--- src/rtl/dbgseq_pkg.sv ---
package dbgseq_pkg;

    localparam int WORD_W = 16;
    localparam int XF_W   = WORD_W + 1;
    localparam int DATA_W = 2 * WORD_W;
    localparam int IDX_W  = 3;
    localparam int RXN_W  = 2;

    localparam logic [3:0] OP_NOP        = 4'd0;
    localparam logic [3:0] OP_REG_RD     = 4'd1;
    localparam logic [3:0] OP_REG_WR     = 4'd2;
    localparam logic [3:0] OP_SREG_RD    = 4'd3;
    localparam logic [3:0] OP_SREG_WR    = 4'd4;
    localparam logic [3:0] OP_MEM_RD     = 4'd5;
    localparam logic [3:0] OP_MEM_WR     = 4'd6;
    localparam logic [3:0] OP_GO         = 4'd7;
    localparam logic [3:0] OP_RST_PERIPH = 4'd8;

    localparam logic [1:0] SZ_BYTE = 2'd0;
    localparam logic [1:0] SZ_WORD = 2'd1;

    localparam logic [WORD_W-1:0] BASE_REG_RD  = 16'h2180;
    localparam logic [WORD_W-1:0] BASE_REG_WR  = 16'h2080;
    localparam logic [WORD_W-1:0] BASE_SREG_RD = 16'h2580;
    localparam logic [WORD_W-1:0] BASE_SREG_WR = 16'h2480;
    localparam logic [WORD_W-1:0] BASE_MEM_RD  = 16'h1900;
    localparam logic [WORD_W-1:0] BASE_MEM_WR  = 16'h1800;
    localparam logic [WORD_W-1:0] CODE_GO      = 16'h0C00;
    localparam logic [WORD_W-1:0] CODE_RSTP    = 16'h0400;
    localparam logic [WORD_W-1:0] CODE_NULL    = 16'h0000;

    localparam logic [XF_W-1:0] RX_NOTRDY  = 17'h10000;
    localparam logic [XF_W-1:0] RX_BUSERR  = 17'h10001;

    typedef enum logic [2:0] {
        ERR_NONE     = 3'd0,
        ERR_BUS      = 3'd1,
        ERR_ILLEGAL  = 3'd2,
        ERR_TIMEOUT  = 3'd3,
        ERR_PROTOCOL = 3'd4
    } err_e;

    typedef enum logic [2:0] {
        RC_DATA,
        RC_DONE,
        RC_NOTRDY,
        RC_BERR,
        RC_ILLEGAL,
        RC_OTHER
    } resp_e;

    typedef enum logic [1:0] {
        S_IDLE,
        S_SEND,
        S_COLLECT,
        S_REPORT
    } state_e;

endpackage

--- src/rtl/dbgseq_encoder.sv ---
module dbgseq_encoder
    import dbgseq_pkg::*;
(
    input  logic [3:0]        op,
    input  logic [3:0]        regsel,
    input  logic [1:0]        size,
    input  logic [DATA_W-1:0] addr,
    input  logic [DATA_W-1:0] wdata,
    input  logic [IDX_W-1:0]  idx,
    output logic [WORD_W-1:0] word,
    output logic [IDX_W-1:0]  n_tx,
    output logic [RXN_W-1:0]  n_rx
);

    logic [WORD_W-1:0] cmd;
    logic [WORD_W-1:0] size_code;
    logic [WORD_W-1:0] mem_data_word;
    logic [WORD_W-1:0] reg_field;
    logic              long_sz;
    logic              is_mem;

    always_comb begin
        long_sz   = size[1];
        reg_field = {{(WORD_W-4){1'b0}}, regsel};
        if (long_sz)
            size_code = 16'h0080;
        else if (size == SZ_WORD)
            size_code = 16'h0040;
        else
            size_code = 16'h0000;

        if (long_sz)
            mem_data_word = wdata[DATA_W-1 -: WORD_W];
        else if (size == SZ_WORD)
            mem_data_word = wdata[WORD_W-1:0];
        else
            mem_data_word = {8'h00, wdata[7:0]};
    end

    always_comb begin
        cmd    = CODE_NULL;
        n_tx   = IDX_W'(1);
        n_rx   = '0;
        is_mem = 1'b0;
        case (op)
            OP_REG_RD: begin
                cmd  = BASE_REG_RD | reg_field;
                n_rx = RXN_W'(2);
            end
            OP_REG_WR: begin
                cmd  = BASE_REG_WR | reg_field;
                n_tx = IDX_W'(3);
            end
            OP_SREG_RD: begin
                cmd  = BASE_SREG_RD | reg_field;
                n_rx = RXN_W'(2);
            end
            OP_SREG_WR: begin
                cmd  = BASE_SREG_WR | reg_field;
                n_tx = IDX_W'(3);
            end
            OP_MEM_RD: begin
                cmd    = BASE_MEM_RD | size_code;
                n_tx   = IDX_W'(3);
                n_rx   = long_sz ? RXN_W'(2) : RXN_W'(1);
                is_mem = 1'b1;
            end
            OP_MEM_WR: begin
                cmd    = BASE_MEM_WR | size_code;
                n_tx   = long_sz ? IDX_W'(5) : IDX_W'(4);
                is_mem = 1'b1;
            end
            OP_GO:         cmd = CODE_GO;
            OP_RST_PERIPH: cmd = CODE_RSTP;
            default:       cmd = CODE_NULL;
        endcase
    end

    always_comb begin
        case (idx)
            IDX_W'(0): word = cmd;
            IDX_W'(1): word = is_mem ? addr[DATA_W-1 -: WORD_W] : wdata[DATA_W-1 -: WORD_W];
            IDX_W'(2): word = is_mem ? addr[WORD_W-1:0]        : wdata[WORD_W-1:0];
            IDX_W'(3): word = mem_data_word;
            IDX_W'(4): word = wdata[WORD_W-1:0];
            default:   word = CODE_NULL;
        endcase
    end

endmodule

--- src/rtl/dbgseq_resp_decode.sv ---
module dbgseq_resp_decode
    import dbgseq_pkg::*;
(
    input  logic [XF_W-1:0]   rx,
    output resp_e             cls,
    output logic [WORD_W-1:0] payload
);

    logic flag;

    always_comb begin
        flag    = rx[XF_W-1];
        payload = rx[WORD_W-1:0];
        if (!flag)
            cls = (payload == {WORD_W{1'b1}}) ? RC_DONE : RC_DATA;
        else if (payload == {WORD_W{1'b0}})
            cls = RC_NOTRDY;
        else if (payload == WORD_W'(1))
            cls = RC_BERR;
        else if (payload == {WORD_W{1'b1}})
            cls = RC_ILLEGAL;
        else
            cls = RC_OTHER;
    end

endmodule

--- src/rtl/dbgseq_retry.sv ---
module dbgseq_retry #(
    parameter int MAX_RETRY = 8
) (
    input  logic clk,
    input  logic rst_n,
    input  logic clr,
    input  logic inc,
    output logic at_limit
);

    localparam int CNT_W = $clog2(MAX_RETRY + 2);

    logic [CNT_W-1:0] cnt_q;

    always_ff @(posedge clk or negedge rst_n) begin
        if (!rst_n)
            cnt_q <= '0;
        else if (clr)
            cnt_q <= '0;
        else if (inc)
            cnt_q <= cnt_q + CNT_W'(1);
    end

    assign at_limit = (cnt_q == CNT_W'(MAX_RETRY));

    AST_RETRY_CAP: assert property (@(posedge clk) disable iff (!rst_n)
        cnt_q <= CNT_W'(MAX_RETRY));

    AST_NO_INC_AT_LIMIT: assert property (@(posedge clk) disable iff (!rst_n)
        inc && !clr |-> !at_limit);

endmodule

--- src/rtl/dbgseq_top.sv ---
module dbgseq_top
    import dbgseq_pkg::*;
#(
    parameter int MAX_RETRY = 8
) (
    input  logic              clk,
    input  logic              rst_n,
    input  logic              req_valid,
    output logic              req_ready,
    input  logic [3:0]        req_op,
    input  logic [3:0]        req_reg,
    input  logic [1:0]        req_size,
    input  logic [31:0]       req_addr,
    input  logic [31:0]       req_wdata,
    output logic              res_valid,
    output logic [31:0]       res_data,
    output logic [2:0]        res_err,
    output logic              xf_req,
    output logic [16:0]       xf_tx,
    input  logic              xf_done,
    input  logic [16:0]       xf_rx
);

    state_e state_q, state_d;

    logic [3:0]        op_q;
    logic [3:0]        reg_q;
    logic [1:0]        size_q;
    logic [DATA_W-1:0] addr_q;
    logic [DATA_W-1:0] wdata_q;
    logic [IDX_W-1:0]  idx_q;
    logic [RXN_W-1:0]  got_q;
    logic [DATA_W-1:0] data_q;
    logic [DATA_W-1:0] res_data_q;
    err_e              res_err_q;

    logic [WORD_W-1:0] enc_word;
    logic [IDX_W-1:0]  n_tx;
    logic [RXN_W-1:0]  n_rx;
    resp_e             cls;
    logic [WORD_W-1:0] payload;
    logic              at_limit;

    logic              accept;
    logic              fin;
    err_e              fin_err;
    logic              take;
    logic              rinc;
    logic              rclr;
    logic              is_read;
    logic [DATA_W-1:0] asm_data;

    dbgseq_encoder u_enc (
        .op     (op_q),
        .regsel (reg_q),
        .size   (size_q),
        .addr   (addr_q),
        .wdata  (wdata_q),
        .idx    (idx_q),
        .word   (enc_word),
        .n_tx   (n_tx),
        .n_rx   (n_rx)
    );

    dbgseq_resp_decode u_dec (
        .rx      (xf_rx),
        .cls     (cls),
        .payload (payload)
    );

    dbgseq_retry #(.MAX_RETRY(MAX_RETRY)) u_retry (
        .clk      (clk),
        .rst_n    (rst_n),
        .clr      (rclr),
        .inc      (rinc),
        .at_limit (at_limit)
    );

    assign is_read = (n_rx != '0);
    assign accept  = (state_q == S_IDLE) && req_valid;

    always_comb begin
        asm_data = {data_q[WORD_W-1:0], payload};
        if (op_q == OP_MEM_RD && size_q == SZ_BYTE)
            asm_data = asm_data & DATA_W'(8'hFF);
    end

    // state register
    always_ff @(posedge clk or negedge rst_n) begin
        if (!rst_n)
            state_q <= S_IDLE;
        else
            state_q <= state_d;
    end

    // next state and per-reply decisions
    always_comb begin
        state_d = state_q;
        fin     = 1'b0;
        fin_err = ERR_NONE;
        take    = 1'b0;
        rinc    = 1'b0;
        rclr    = 1'b0;
        unique case (state_q)
            S_IDLE: begin
                if (req_valid) begin
                    state_d = S_SEND;
                    rclr    = 1'b1;
                end
            end
            S_SEND: begin
                if (xf_done && idx_q == n_tx - IDX_W'(1))
                    state_d = S_COLLECT;
            end
            S_COLLECT: begin
                if (xf_done) begin
                    case (cls)
                        RC_NOTRDY: begin
                            if (at_limit) begin
                                fin     = 1'b1;
                                fin_err = ERR_TIMEOUT;
                            end else begin
                                rinc = 1'b1;
                            end
                        end
                        RC_BERR: begin
                            fin     = 1'b1;
                            fin_err = ERR_BUS;
                        end
                        RC_ILLEGAL: begin
                            fin     = 1'b1;
                            fin_err = ERR_ILLEGAL;
                        end
                        RC_OTHER: begin
                            fin     = 1'b1;
                            fin_err = ERR_PROTOCOL;
                        end
                        default: begin
                            if (is_read) begin
                                take = 1'b1;
                                rclr = 1'b1;
                                if (got_q + RXN_W'(1) == n_rx)
                                    fin = 1'b1;
                            end else begin
                                fin = 1'b1;
                                if (cls != RC_DONE)
                                    fin_err = ERR_PROTOCOL;
                            end
                        end
                    endcase
                    if (fin)
                        state_d = S_REPORT;
                end
            end
            S_REPORT: state_d = S_IDLE;
        endcase
    end

    // outputs
    always_comb begin
        req_ready = (state_q == S_IDLE);
        xf_req    = (state_q == S_SEND) || (state_q == S_COLLECT);
        xf_tx     = (state_q == S_SEND) ? {1'b0, enc_word} : {1'b0, CODE_NULL};
        res_valid = (state_q == S_REPORT);
        res_data  = res_data_q;
        res_err   = res_err_q;
    end

    // datapath
    always_ff @(posedge clk or negedge rst_n) begin
        if (!rst_n) begin
            op_q       <= OP_NOP;
            reg_q      <= '0;
            size_q     <= '0;
            addr_q     <= '0;
            wdata_q    <= '0;
            idx_q      <= '0;
            got_q      <= '0;
            data_q     <= '0;
            res_data_q <= '0;
            res_err_q  <= ERR_NONE;
        end else begin
            if (accept) begin
                op_q    <= req_op;
                reg_q   <= req_reg;
                size_q  <= req_size;
                addr_q  <= req_addr;
                wdata_q <= req_wdata;
                idx_q   <= '0;
                got_q   <= '0;
                data_q  <= '0;
            end
            if (state_q == S_SEND && xf_done)
                idx_q <= idx_q + IDX_W'(1);
            if (take) begin
                data_q <= {data_q[WORD_W-1:0], payload};
                got_q  <= got_q + RXN_W'(1);
            end
            if (fin) begin
                res_err_q  <= fin_err;
                res_data_q <= (fin_err == ERR_NONE && is_read) ? asm_data : '0;
            end
        end
    end

    AST_TX_HELD: assert property (@(posedge clk) disable iff (!rst_n)
        xf_req && !xf_done |=> xf_req && $stable(xf_tx));

    AST_TX_FLAG_LOW: assert property (@(posedge clk) disable iff (!rst_n)
        xf_req |-> !xf_tx[XF_W-1]);

    AST_READY_ONLY_IDLE: assert property (@(posedge clk) disable iff (!rst_n)
        req_ready |-> !xf_req && !res_valid);

    AST_TIMEOUT_CAUSE: assert property (@(posedge clk) disable iff (!rst_n)
        res_valid && res_err == 3'(ERR_TIMEOUT) |-> $past(xf_rx) == RX_NOTRDY);

    AST_BUSERR_CAUSE: assert property (@(posedge clk) disable iff (!rst_n)
        res_valid && res_err == 3'(ERR_BUS) |-> $past(xf_rx) == RX_BUSERR);

    AST_RESULT_PULSE: assert property (@(posedge clk) disable iff (!rst_n)
        res_valid |=> !res_valid && $stable(res_data) && $stable(res_err));

    AST_RESULT_AFTER_DONE: assert property (@(posedge clk) disable iff (!rst_n)
        $rose(res_valid) |-> $past(xf_done));

endmodule

--- config.mk ---
export PLATFORM = sky130hd
export DESIGN_NAME = dbgseq_top
export DESIGN_NICKNAME = d
export VERILOG_FILES = /design/src/rtl/dbgseq_pkg.sv /design/src/rtl/dbgseq_encoder.sv /design/src/rtl/dbgseq_resp_decode.sv /design/src/rtl/dbgseq_retry.sv /design/src/rtl/dbgseq_top.sv
export SDC_FILE = /design/constraint.sdc
export NUM_CORES = 1
export LEC_CHECK = 0
export BUFFER_PORTS_ARGS = -buffer_cell sky130_fd_sc_hd__buf_2
export CORE_AREA = 2 2 186 152
export DETAILED_ROUTE_END_ITERATION = 10
export DIE_AREA = 0 0 188 154
export GPL_ROUTABILITY_DRIVEN = 0
export PLACE_DENSITY_LB_ADDON = 0.2
export SLEW_MARGIN = 20
export SYNTH_ARGS = -nofsm -noshare
export SYNTH_HDL_FRONTEND = slang
export SYNTH_SLANG_ARGS = --single-unit
--- constraint.sdc ---
create_clock -name clk -period 4.3 [get_ports clk]
set_input_delay 0.215 -clock clk [delete_from_list [all_inputs] [get_ports clk]]
set_output_delay 0.215 -clock clk [all_outputs]
set_load 0.01 [all_outputs]
=== After elaboration in Yosys (flattened, before gate mapping) ===
Cells that the tools add are included.

* Muxes and demuxes: 58
* Reductions and logical operators: 21
* $add $sub $neg: 4
* Equal/unequal tests: 30

{| class="wikitable"
|+ Operators with widths
! cell !! number
|-
| $pmux W16 S8 || 1
|-
| $mux W16 || 7
|-
| $pmux W16 S5 || 1
|-
| $mux W32 || 2
|-
| $mux W3 || 9
|-
| $mux W1 || 20
|-
| $eq A16 B1 Y1 const B || 1
|-
| $eq A16 B16 Y1 const B || 1
|-
| $eq A4 B3 Y1 const B || 4
|-
| $logic_not A16 Y1 || 1
|-
| $mux W2 || 8
|-
| $eq A3 B2 Y1 const B || 4
|-
| $pmux W3 S4 || 1
|-
| $eq A3 B3 Y1 const B || 3
|-
| $eq A4 B2 Y1 const B || 2
|-
| $eq A4 B4 Y1 const B || 2
|-
| $mux W4 || 2
|-
| $mux W8 || 1
|-
| $ne A2 B2 Y1 const B || 4
|-
| $pmux W2 S4 || 1
|-
| $reduce_bool A2 Y1 || 4
|-
| $mux W7 || 1
|-
| $logic_not A3 Y1 || 2
|-
| $pmux W3 S2 || 1
|-
| other kinds (20) || 30
|}

* Input bits: 95
* Register bits after elaboration: 136

=== Logic depth before layout (Yosys ltp) ===
* Word-level depth: 14
* Mapped depth: 11
* Depth with buffers taken out: 10

=== By module ===
Synthesis repeated with hierarchy kept, for this count alone.

* Cell total of the unflattened synthesis: 663
* Area total of the unflattened synthesis: 7119.3 µm²

{| class="wikitable"
|+ By module, submodules not included
! module !! sequential area each (µm²) !! cells an instance !! area each (µm²) !! instances
|-
| dbgseq_top || 3303.2 || 457 || 5584.1 || 1
|-
| dbgseq_encoder || 0.0 || 152 || 1094.8 || 1
|-
| dbgseq_resp_decode || 0.0 || 33 || 220.2 || 1
|-
| dbgseq_retry || 100.1 || 21 || 220.2 || 1
|}

=== Worst setup path after synthesis ===
No wires, ideal clock.

* Path type: register to register
* Start point: register op_q[1]
* End point: register state_q[1]
* Buffers on the path: 1
* Stages on the path, launching flop included: 11
* Required time: 4.172 ns
* Data arrival time: 2.437 ns
* Period minus slack after synthesis: 2.565 ns
* Setup slack: 1.735 ns
* Library setup time: 0.128 ns
* Cell sequence: dfrtp_1 > clkbuf_8 > mux2_2 > nand2_1 > ha_1 > xor2_1 > nand2_1 > or4_1 > o311a_1 > nor2_2 > mux2_1

* Word-level cells in the longest chain between the ends: 11
* Elaborated cells on any way between the ends: 23

{| class="wikitable"
|+ Ends and longest elaborated chain
! what !! RTL line !! text
|-
| start: declaration || dbgseq_top.sv:26 || <nowiki>logic [3:0] op_q;</nowiki>
|-
| start signal: assignment || dbgseq_top.sv:184 || <nowiki>op_q <= req_op;</nowiki>
|-
| $eq A4 B1 Y1 or $eq A4 B2 Y1 (tied branches) || dbgseq_encoder.sv:45 || <nowiki>case (op)</nowiki>
|-
| $reduce_or A2 Y1 (no source line) || -- ||
|-
| $pmux W2 S2 || dbgseq_encoder.sv:45 ||
|-
| $eq A2 B2 Y1 || dbgseq_top.sv:142 || <nowiki>if (got_q + RXN_W'(1) == n_rx)</nowiki>
|-
| $mux W1 || dbgseq_top.sv:142 ||
|-
| $mux W1 || dbgseq_top.sv:139 || <nowiki>if (is_read) begin</nowiki>
|-
| $pmux W1 S2 || dbgseq_top.sv:117 || <nowiki>case (cls)</nowiki>
|-
| $mux W1 || dbgseq_top.sv:116 || <nowiki>if (xf_done) begin</nowiki>
|-
| $mux W1 || dbgseq_top.sv:104 || <nowiki>unique case (state_q)</nowiki>
|-
| $ne A2 B2 Y1 (no source line) || -- ||
|-
| $reduce_and A4 Y1 (no source line) (*) || -- ||
|-
| end signal: assignment || dbgseq_top.sv:93 || <nowiki>state_q <= state_d;</nowiki>
|-
| end: declaration || dbgseq_top.sv:24 || <nowiki>state_e state_q, state_d;</nowiki>
|}

Mark *: on every way between the ends. The rest lies on a longest branch, timed or not. The select of a mux whose other input is x is not followed.
A chain may end at the register's enable or synchronous reset.

=== Final worst setup path ===
* Start point: register idx_q[0]
* End point: output xf_tx[1]

* Word-level cells in the longest chain between the ends: 3
* Elaborated cells on any way between the ends: 7

{| class="wikitable"
|+ Ends and longest elaborated chain
! what !! RTL line !! text
|-
| start: declaration || dbgseq_top.sv:31 || <nowiki>logic [IDX_W-1:0] idx_q;</nowiki>
|-
| start signal: assignment || dbgseq_top.sv:194 || <nowiki>idx_q <= idx_q + IDX_W'(1);</nowiki>
|-
| $eq A3 B3 Y1 (tied with other cells) || dbgseq_encoder.sv:80 || <nowiki>case (idx)</nowiki>
|-
| $pmux W16 S5 (*) || dbgseq_encoder.sv:80 ||
|-
| $mux W16 (*) || dbgseq_top.sv:163 || <nowiki>xf_tx = (state_q == S_SEND) ? {1'b0, enc_word} : {1'b0, CODE_NULL};</nowiki>
|-
| end: declaration || dbgseq_top.sv:19 || <nowiki>output logic [16:0] xf_tx,</nowiki>
|}

Mark *: on every way between the ends. The rest lies on a longest branch, timed or not.

==> flow_metrics.tcl <==
set metrics [dict create \
    row_count 54 \
    avgSynthCellArea_um2 8.80 \
    ys_warn_count 0 \
    dp_slack_ps 1470 \
    synth.net_count 864 \
    cts_setup_buffers 0 \
    final_util_pct 32.2 \
    vias_per_cell 4.46 \
    antenna_found_initial 0 \
    die_h_um 154 \
    antenna_left 0 \
    die_w_um 188 \
    routed_wl_um 21600 \
    cts_tree "done" \
    hold_path_depth 3 \
    post_dp_cell_area_um2 7660 \
    grt_pass1_vias 5973 \
    endpoint_kind "output port" \
    grt_overflow 0 \
    p_switching_uw 2170 \
    min-delay-path-class "in -> reg" \
    synth-seq-cells 136 \
    synth_cell_types 58 \
    final_max_slew_viol_count 0 \
    synthToLayoutAreaGrowth_pct 30.3 \
    worst_slack_ps 1040 \
    p_seq_share_pct 38.8 \
    initial_core_util_pct 24.7 \
    synth.yosys.seq_area_share_pct 51.1 \
    yosys.cell_count.top_type "nand2_1" \
    p_leak_uw 0.00445 \
    fillers 2870 \
    p_sw_share_pct 38.5 \
    synthCells 757 \
    critical_path_arrival_ps 3050 \
    synth_edf_count 0 \
    r2r_cells 10 \
    dieArea_um2 29000 \
    grt_pass1_wl_um 34200 \
    intPower_uw 3460 \
    via_count 5798 \
    fin_worst_skew_ps 10.3 \
    max_slew.worst_pin.slew_ps 1060 \
    p_per_area_nw_per_um2 648 \
    wire_per_inst_um 16.6 \
    worstHoldStart "req_wdata[22]" \
    setup_violations 0 \
    clk_pin_slew_ps 60 \
    drc_errors 0 \
    drt_first_pass_iters 5 \
    cts-resized-gates 0 \
    worst-r2r-setup-slack_ps 1450 \
    syn-cell-area_um2 6660 \
    r2r-end "state_q[1]" \
    finalCriticalPeriod_ps 3260 \
    clockBufferDepth 2 \
    io-pin-count 150 \
    pwr-share-comb_pct 33.0 \
    ys_top_cells_by_area "dfrtp_1 (51%), nand2_1 (19%), a22o_1 (2.8%)" \
    ctsRootBufferMaster "clkbuf_16" \
    clock_sinks 136 \
    timing.critical_path.buf_inv 2 \
    async_flop_share_pct 100 \
    path_class "reg -> out" \
    num_antenna_cells 0 \
    worst_hold_slack_ps 0.950 \
    rr_startpoint "op_q[2]" \
    start_kind "flop" \
    synth_common_cells "nand2_1 (345), dfrtp_1 (136), clkbuf_1 (32)" \
    crit_chain "inv_1 -> ha_1 -> nand2_1 -> nor4b_1 -> a222oi_1 -> a31oi_1 -> buf_2" \
    hold_end "wdata_q[22]" \
    synth_flop_cell "dfrtp_1" \
    portBuffers 148 \
    clk_latency_ps 420 \
    stdcell_area_um2 8680 \
    max_freq_ghz 0.306 \
    crit_family "simple AND/OR/NAND/NOR gates" \
    cp_max_fo 7 \
    drtIter0Drc 547 \
    fin_tns_setup_ps 0 \
    status "completed" \
    synth.top_cell.area_share_pct 51.1 \
    maxCapViolCount 0 \
    hold_viol_final 0 \
    cts_max_level 4 \
    maxSlewHeadroom_pct 28.6 \
    finalCritPeriodShare_pct 75.9 \
    rsz0062_at_grt "false" \
    clock_power_share_pct 28.2 \
    core-area_um2 27000 \
    nets 1030 \
    cp.required_ps 4090 \
    track_usage_pct 15.3 \
    dp_hpwl_um 15100 \
    numCtsBuffers 17 \
    irDropWorstVdd_mv 0.331 \
    slowest_stage "nor4b_1" \
    drive_above_1_share_pct 23.6 \
    yosysTopAreaCell "dfrtp_1" \
    max_stage_delay_ps 930 \
    grt_max_degree 100 \
]
final cells by class:
type | instances | area, µm² | area share, %
multi-input cells | 562 | 2960 | 34.1
inverters | 13 | 48.8 | 0.562
clock buffers | 19 | 443 | 5.10
clock inverters | 13 | 193 | 2.22
well taps | 364 | 455 | 5.25
flip-flops and latches | 136 | 3400 | 39.2
repair buffers | 193 | 1180 | 13.6
worst max-delay path by stage:
stage              from          to  slack [ps]  cells after the start
2_1_floorplan   op_q[1]  state_q[1]        1740                     10
5_1_grt        idx_q[0]    xf_tx[1]         860                      7
6_report       idx_q[0]    xf_tx[1]        1040                      7
3_5_place_dp    op_q[2]  state_q[1]        1470                     10
3_3_place_gp    op_q[2]   xf_tx[10]        1480                      7
4_1_cts         op_q[2]    xf_tx[4]        1080                      6
layout by cell type, fill, tap and decap left out, types with 4 or more instances in the layout:
| cell type | Yosys | layout |
|---|---|---|
| nor4_1 | 5 | 5 |
| ha_1 | 12 | 12 |
| a222oi_1 | 9 | 9 |
| inv_1 | 13 | 13 |
| clkbuf_16 | 0 | 17 |
| nand3_1 | 24 | 24 |
| nor2_1 | 16 | 16 |
| a211oi_1 | 4 | 4 |
| buf_2 | 1 | 147 |
| a21oi_1 | 11 | 11 |
| nor3_1 | 7 | 7 |
| a22o_1 | 21 | 21 |
| dfrtp_1 | 136 | 136 |
| a221oi_1 | 6 | 6 |
| buf_4 | 2 | 7 |
| bufinv_16 | 0 | 4 |
| nand2_1 | 345 | 344 |
| nand4_1 | 4 | 4 |
| o21ai_0 | 13 | 13 |
| a21o_1 | 5 | 5 |
| dlygate4sd3_1 | 0 | 38 |
| a31oi_1 | 11 | 11 |
| a22o_2 | 12 | 12 |
| mux2_2 | 10 | 10 |
tightest hold or removal path: stages:
cell and delay, ps:
buf_2 80, nand2_1 40, nand2_1 50
per-stage QoR:
| step | total power [µW] | cells |
|---|---|---|
| 2_1_floorplan | 3370 | 757 |
| 3_3_place_gp | 4010 | 1230 |
| 3_5_place_dp | 4020 | 1230 |
| 4_1_cts | 5670 | 1299 |
| 5_1_grt | 6040 | 1300 |
| 6_report | 5630 | 1300 |
cells by family (layout without fill, tap and decap cells):
group,after synthesis,in the layout,share of synthesized area [%]
buffers and inverters,59,238,4.60
multiplexers,12,12,2.01
AND/OR/NAND/NOR,424,424,26.3
flip-flops,136,136,51.1
XOR/XNOR,4,4,0.526
AO/OA/AOI/OAI,108,108,13.0
other,1,1,0.0563
adder cells (fa/ha/maj),13,13,2.40
power by group through the flow:
stage | Combinational, µW | Clock [µW] | Sequential (µW)
floorplan | 1380 | 0 | 2000
global placement | 1830 | 0 | 2180
detailed placement | 1840 | 0 | 2180
CTS | 1880 | 1620 | 2170
global route | 2110 | 1680 | 2240
finish | 1860 | 1590 | 2180
sequential cells by signal, summed over array words and instances (netlist names), 4 cells and up:
name,flops
res_data,32
data_q,16
wdata_q,32
reg_q,4
op_q,4
addr_q,32
u_retry.cnt_q,4
timing repair:
item                                    CTS  global route
endpoints found under the setup margin    0             0
hold buffers                             37             1
hold endpoints to repair                124             1
metal layers:
metal  GRT usage (%)  wire (µm)  vias to the layer above
met4            4.91        330                        0
met5               0          0                        -
met1            23.7      11700                     2773
met2            21.0       8830                      121
met3            2.67        761                       18
li1                -          -                     2886
(Power assumes the default switching activity.)
